<file path="src/rtl/mp_pkg.sv">
package mp_pkg;
  localparam int FN_W = 3;

  localparam logic [2:0] ST_IDLE = 3'b000;
  localparam logic [2:0] ST_S1   = 3'b001;
  localparam logic [2:0] ST_S2   = 3'b100;
  localparam logic [2:0] ST_S3   = 3'b010;
  localparam logic [2:0] ST_S4   = 3'b101;
  localparam logic [2:0] ST_S5   = 3'b110;

  // IR field positions
  localparam int IR_SEL_A   = 0;
  localparam int IR_SEL_CIN = 1;
  localparam int IR_SEL_RES = 2;
  localparam int IR_FN_LO   = 4;

  typedef struct packed {
    logic ldIr;
    logic ldA;
    logic ldB;
    logic ldC;
    logic ldRes;
  } strobeT;
endpackage

</file>
<file path="src/rtl/mp_alu.sv">
module mp_alu #(
  parameter int W = 8
) (
  input  logic [W-1:0]          aIn,
  input  logic [W-1:0]          bIn,
  input  logic [mp_pkg::FN_W-1:0] fn,
  input  logic                  cin,
  output logic [W-1:0]          y,
  output logic                  cout
);
  logic [W:0] sum;
  logic [W:0] opX;
  logic [W:0] opY;
  logic       isAdd;

  always_comb begin
    opX   = {1'b0, aIn};
    opY   = {1'b0, bIn};
    isAdd = 1'b0;
    unique case (fn)
      3'b001: begin opX = {1'b0, bIn}; opY = {1'b0, ~aIn}; isAdd = 1'b1; end
      3'b010: begin opX = {1'b0, aIn}; opY = {1'b0, ~bIn}; isAdd = 1'b1; end
      3'b011: begin opX = {1'b0, aIn}; opY = {1'b0, bIn};  isAdd = 1'b1; end
      default: ;
    endcase
    sum = opX + opY + {{W{1'b0}}, cin};
  end

  always_comb begin
    cout = 1'b0;
    unique case (fn)
      3'b000: y = '0;
      3'b100: y = aIn ^ bIn;
      3'b101: y = aIn | bIn;
      3'b110: y = aIn & bIn;
      3'b111: y = '1;
      default: begin y = sum[W-1:0]; cout = isAdd & sum[W]; end
    endcase
  end
endmodule

</file>
<file path="src/rtl/mp_shifter.sv">
module mp_shifter #(
  parameter int W = 8
) (
  input  logic [W-1:0]            din,
  input  logic [mp_pkg::FN_W-1:0] fn,
  input  logic                    cin,
  output logic [W-1:0]            y,
  output logic                    cout
);
  logic goesLeft;
  logic fillBit;

  assign goesLeft = ~fn[2];

  always_comb begin
    unique case (fn[1:0])
      2'b00:   fillBit = goesLeft ? 1'b0 : din[0];
      2'b01:   fillBit = goesLeft ? din[W-1] : 1'b0;
      2'b10:   fillBit = goesLeft ? 1'b0 : din[W-1];
      default: fillBit = cin;
    endcase
  end

  always_comb begin
    if (fn == 3'b000) begin
      y    = din;
      cout = 1'b0;
    end else if (goesLeft) begin
      y    = {din[W-2:0], fillBit};
      cout = din[W-1];
    end else begin
      y    = {fillBit, din[W-1:1]};
      cout = din[0];
    end
  end
endmodule

</file>
<file path="src/rtl/mp_control.sv">
module mp_control
  import mp_pkg::*;
(
  input  logic       clk,
  input  logic       rst,
  input  logic       operate,
  output logic [2:0] stepCode,
  output strobeT     strobes
);
  logic [2:0] stepQ;
  logic [2:0] stepD;

  always_comb begin
    if (!operate) stepD = ST_IDLE;
    else begin
      case (stepQ)
        ST_IDLE: stepD = ST_S1;
        ST_S1:   stepD = ST_S2;
        ST_S2:   stepD = ST_S3;
        ST_S3:   stepD = ST_S4;
        ST_S4:   stepD = ST_S5;
        ST_S5:   stepD = ST_S1;
        default: stepD = ST_S4;
      endcase
    end
  end

  always_ff @(posedge clk) begin
    if (rst) stepQ <= ST_IDLE;
    else     stepQ <= stepD;
  end

  always_comb begin
    strobes       = '0;
    strobes.ldIr  = (stepQ == ST_S1) || (stepQ == ST_S4);
    strobes.ldA   = (stepQ == ST_S2);
    strobes.ldB   = (stepQ == ST_S3);
    strobes.ldC   = (stepQ == ST_S3) || (stepQ == ST_S5);
    strobes.ldRes = (stepQ == ST_S5);
  end

  assign stepCode = stepQ;

  a_r2_start: assert property (@(posedge clk) disable iff (rst)
    (operate && stepQ == ST_IDLE) |=> stepQ == ST_S1);
  a_r2_wrap: assert property (@(posedge clk) disable iff (rst)
    (operate && stepQ == ST_S5) |=> stepQ == ST_S1);
  a_r2_unused: assert property (@(posedge clk) disable iff (rst)
    (operate && (stepQ == 3'b011 || stepQ == 3'b111)) |=> stepQ == ST_S4);
  a_r3_drop: assert property (@(posedge clk) disable iff (rst)
    !operate |=> stepQ == ST_IDLE);
  a_r4_one_load: assert property (@(posedge clk) disable iff (rst)
    $onehot0({strobes.ldIr, strobes.ldA, strobes.ldB, strobes.ldRes}));
endmodule

</file>
<file path="src/rtl/mp_datapath.sv">
module mp_datapath
  import mp_pkg::*;
#(
  parameter int W = 8
) (
  input  logic         clk,
  input  logic         rst,
  input  strobeT       strobes,
  input  logic [W-1:0] dataIn,
  output logic [W-1:0] resOut
);
  logic [W-1:0]    irQ, aQ, bQ, resQ;
  logic            cQ;
  logic [FN_W-1:0] fnSel;
  logic            aluCin;
  logic [W-1:0]    aluY, shY;
  logic            aluCout, shCout;
  logic [W-1:0]    aNext, resNext;
  logic            cNext;

  assign fnSel  = irQ[IR_FN_LO +: FN_W];
  assign aluCin = irQ[IR_SEL_CIN] ? cQ : 1'b1;

  mp_alu #(.W(W)) uAlu (
    .aIn(aQ), .bIn(bQ), .fn(fnSel), .cin(aluCin), .y(aluY), .cout(aluCout)
  );

  mp_shifter #(.W(W)) uShift (
    .din(resQ), .fn(fnSel), .cin(1'b0), .y(shY), .cout(shCout)
  );

  assign aNext   = irQ[IR_SEL_A]   ? dataIn  : shY;
  assign resNext = irQ[IR_SEL_RES] ? aluY    : shY;
  assign cNext   = irQ[IR_SEL_RES] ? aluCout : shCout;

  always_ff @(posedge clk) begin
    if (rst) begin
      irQ <= '0; aQ <= '0; bQ <= '0; resQ <= '0; cQ <= 1'b0;
    end else begin
      if (strobes.ldIr)  irQ  <= dataIn;
      if (strobes.ldA)   aQ   <= aNext;
      if (strobes.ldB)   bQ   <= dataIn;
      if (strobes.ldC)   cQ   <= cNext;
      if (strobes.ldRes) resQ <= resNext;
    end
  end

  assign resOut = resQ;

  a_r8_alu_result: assert property (@(posedge clk) disable iff (rst)
    (strobes.ldRes && irQ[IR_SEL_RES]) |=> resQ == $past(aluY));
  a_r8_shift_result: assert property (@(posedge clk) disable iff (rst)
    (strobes.ldRes && !irQ[IR_SEL_RES]) |=> resQ == $past(shY));
  a_r9_a_from_input: assert property (@(posedge clk) disable iff (rst)
    (strobes.ldA && irQ[IR_SEL_A]) |=> aQ == $past(dataIn));
  a_r3_idle_hold: assert property (@(posedge clk) disable iff (rst)
    (strobes == '0) |=> ($stable(resQ) && $stable(aQ) && $stable(irQ)));
endmodule

</file>
<file path="src/rtl/mp_core.sv">
module mp_core
  import mp_pkg::*;
#(
  parameter int W = 8
) (
  input  logic         clk,
  input  logic         rst,
  input  logic         operate,
  input  logic [W-1:0] dataIn,
  output logic [W-1:0] dataOut,
  output logic [2:0]   stepCode
);
  strobeT strobes;

  mp_control uCtrl (
    .clk(clk), .rst(rst), .operate(operate), .stepCode(stepCode), .strobes(strobes)
  );

  mp_datapath #(.W(W)) uData (
    .clk(clk), .rst(rst), .strobes(strobes), .dataIn(dataIn), .resOut(dataOut)
  );
endmodule

</file>
<file path="config.mk">
export PLATFORM = sky130hd
export DESIGN_NAME = mp_core
export DESIGN_NICKNAME = d
export VERILOG_FILES = /design/src/rtl/mp_pkg.sv /design/src/rtl/mp_alu.sv /design/src/rtl/mp_shifter.sv /design/src/rtl/mp_control.sv /design/src/rtl/mp_datapath.sv /design/src/rtl/mp_core.sv
export SDC_FILE = /design/constraint.sdc
export NUM_CORES = 1
export LEC_CHECK = 0
export BUFFER_PORTS_ARGS = -buffer_cell sky130_fd_sc_hd__buf_2
export CORE_MARGIN = 2
export CORE_UTILIZATION = 28
export DETAILED_ROUTE_END_ITERATION = 12
export SLEW_MARGIN = 20
export SYNTH_ARGS = -nofsm -noshare
export SYNTH_HDL_FRONTEND = slang
export SYNTH_SLANG_ARGS = --single-unit
</file>
<file path="constraint.sdc">
create_clock -name clk -period 3.4 [get_ports clk]
set_input_delay 0.34 -clock clk [delete_from_list [all_inputs] [get_ports clk]]
set_output_delay 0.34 -clock clk [all_outputs]
set_load 0.03 [all_outputs]
</file>
==> flow_metrics.py <==
metrics = {
    "place": {
        "dpl.hpwl_um": 6283,
        "routabilityCongestion": 0.9484,
        "portBuffers": 21,
    },
    "synth": {
        "syn_avg_cell_area_sq_um": 7.453,
        "ys_seq_area_frac": 0.2318,
        "ys_types": 53,
        "synth_compound_area_frac": 0.2927,
        "synth_area_sq_um": 2937,
        "netlist_instances": 394,
        "synth_top_family_by_area": "compound AO/OA/AOI/OAI gates",
        "muxShareOfSynthArea": 0.06817,
        "ys.flop_type": "dfxtp_1",
        "synthArstFlopShare": 0,
        "synth.ff_latch_count": 34,
        "synth-xor-area-share": 0.002983,
        "synth_nets": 430,
        "synth-edff-count": 0,
        "yosys.area_share.simple": 0.2160,
        "yosys_warnings": 0,
        "synth_fa_ha_area_frac": 0.1116,
    },
    "finish": {
        "fill_cells": 1096,
        "drive_above_1_share": 0.1269,
        "diodes": 0,
        "multi_input_area_sq_um": 2031,
        "regArea_sq_um": 680.7,
        "syn2layout_area_growth_pct": 9.289,
        "final_common_cell": "nor2_1",
        "final_cell_mix": "nor2_1, a21oi_1, dfxtp_1, o21ai_0, nand2_1",
        "nNetsFinal": 437,
        "final_util": 0.3137,
    },
    "global_routing": {
        "grt_pass1_wl_um": 13690,
        "track_usage": 0.1516,
        "grt_max_degree": 36,
        "grt-ovfl-total": 0,
        "grt_pass1_vias": 2557,
        "antenna_found_initial": 0,
    },
    "clock_network": {
        "cts_tree": "built",
        "htreeDepth": 2,
        "worstSkewPairLatency_ps": 290,
        "clkSinkCount": 34,
        "clkTransAtPathRegs_ps": 70,
        "ctsHoldBuffers": 0,
        "postCtsSetupBuffers": 0,
        "cts_max_path_buffers": 2,
        "cts_inserted_buffers": 5,
        "ctsResizeCount": 0,
        "cts-root-buf": "clkbuf_8",
    },
    "worst_setup_path": {
        "worstPathArrival_ps": 3270,
        "cp_max_fo": 25,
        "start_kind": "flop",
        "crit_type": "flop to flop",
        "end_kind": "flop",
        "required_ps": 3600,
    },
    "route": {
        "via_per_inst": 5.338,
        "vias": 2872,
        "dr.first_iter.drc_count": 202,
        "routedWlPerCell_um": 15.86,
        "ant_nets": 0,
        "drcViolationCount": 0,
        "drt_pass1_iterations": 4,
        "wirelength_um": 8534,
    },
    "sta": {
        "tightest_slew_ps": 764.0,
        "fin_crit_sh": 0.9028,
        "fin_crit_ps": 3069,
        "rsz0062_at_grt": "no",
        "timing.fmax_mhz": 325.8,
        "whs_ps": 300.8,
        "hold_viol_final": 0,
        "fin_tns_setup_ps": 0,
        "final-setup-viol-count": 0,
        "finClkSkew_ps": 10.54,
        "slew_headroom": 0.4896,
        "slew_violations": 0,
    },
    "power_and_ir_drop": {
        "leakagePower_nw": 1.301,
        "power.density_nw_per_um2": 290.3,
        "ir_drop_uv": 142.8,
    },
    "die": {
        "die_h_um": 106.4,
        "fp.dieW_um": 106.4,
        "ios": 22,
        "start_util": 0.2870,
        "dieArea_sq_um": 11320,
        "fp-row-count": 37,
        "coreArea_sq_um": 10230,
    },
    "status": {
        "status": "complete, no violations",
    },
    "worst_hold_path": {
        "hold_path.class": "primary input to flop",
    },
    "run": {
        "max-cap-violations": 0,
    },
}
## cells in the mapped netlist, types with 2 or more instances
master      n  area share
a211oi_1   12       0.031
a21o_1      4       0.010
a21oi_1    46       0.078
a221oi_1    2      0.0060
a22o_1      5       0.015
a22oi_1     4       0.010
a31o_1      4       0.012
a31oi_1     3      0.0064
and2_1      3      0.0064
and3_1      2      0.0043
buf_2      15       0.026
buf_4       4       0.010
clkbuf_1    8       0.010
dfxtp_1    34        0.23
fa_1        2       0.014
ha_1       23       0.098
inv_1      21       0.027
mux2_2      8       0.031
mux2i_1    11       0.037
nand2_1    25       0.032
nand2b_1    9       0.019
nand3_1     2      0.0034
nor2_1     55       0.070
nor2b_1    11       0.023
nor3_1      5      0.0085
o211ai_1    2      0.0051
o21a_1      2      0.0051
o21ai_0    25       0.043
o21ai_1    12       0.020
o21bai_1    3      0.0077
o221ai_1    2      0.0060
o22ai_1     2      0.0043
o2bb2ai_1   2      0.0060
o31ai_1     3      0.0077
or3b_1      4       0.012
or4_1       2      0.0051
## kinds of logic (layout without fill, tap and decap cells)
| group | count (synthesis) | after routing |
|---|---|---|
| AO/OA/AOI/OAI | 139 | 139 |
| AND/OR/NAND/NOR | 127 | 127 |
| buffers and inverters | 49 | 57 |
| flip-flops | 34 | 34 |
| adder cells (fa/ha/maj) | 25 | 25 |
| multiplexers | 19 | 19 |
| XOR/XNOR | 1 | 1 |
## routing by layer
layer  up-vias  routed length (um)  global-route usage
li1       1408                   -                   -
met1      1363                4275              0.2238
met2        91                3677              0.2266
met3        10                 461             0.02698
met4         0                 120             0.03803
met5         -                   0                   0
## final timing paths
| path | from | slack, ps | end | depth (start not counted) |
|---|---|---|---|---|
| worst min register to register | uData.aQ[7] | 480 | uData.aQ[7] | 2 |
| worst max-delay path | uData.irQ[5] | 330 | uData.cQ | 12 |
| worst max register to register | uData.irQ[5] | 330 | uData.cQ | 12 |
| worst min-delay path | dataIn[7] | 300 | uData.bQ[7] | 3 |
## through the flow
stage,setup slack (ps),power (mW),std cells,area (sq um)
3_3_place_gp,492.6,0.6105,530,3118
6_report,330.5,0.9318,538,3209
5_1_grt,69.44,0.9742,538,3209
2_1_floorplan,463.8,0.5669,394,2937
3_5_place_dp,385.3,0.6124,530,3118
4_1_cts,343.6,0.9381,538,3209
## worst max-delay path, stage by stage, from the launching register on
cell and delay [ps]:
dfxtp_1 350, buf_4 310, nor2b_1 100, and2_1 220, nor2_1 100, a21oi_1 60
fa_1 480, fa_1 490, nor2b_4 150, o31a_1 180, o21bai_1 100, a21o_1 170
a311oi_1 260
## sequential cells by signal (all words and copies together) (netlist names)
name / cells
uCtrl.stepCode: 3
uData.aQ: 8
uData.bQ: 8
uData.cQ: 1
uData.irQ: 6
uData.resOut: 8
## report_power, final
group	total (mW)	switching [mW]	internal, mW	leakage (nW)
Sequential	0.418	0.0118	0.406	0.275
Combinational	0.190	0.116	0.0734	0.978
Clock	0.325	0.161	0.164	0.0482
## cell type report
type | count | share of cell area
multi-input combinational | 311 | 0.6327
timing repair buffer | 28 | 0.04912
tap | 136 | 0.05302
clock inverter | 1 | 0.001559
sequential | 34 | 0.2121
clock buffer | 7 | 0.02690
inverter | 21 | 0.02456
Note: power is estimated with default switching activity, not from simulation.
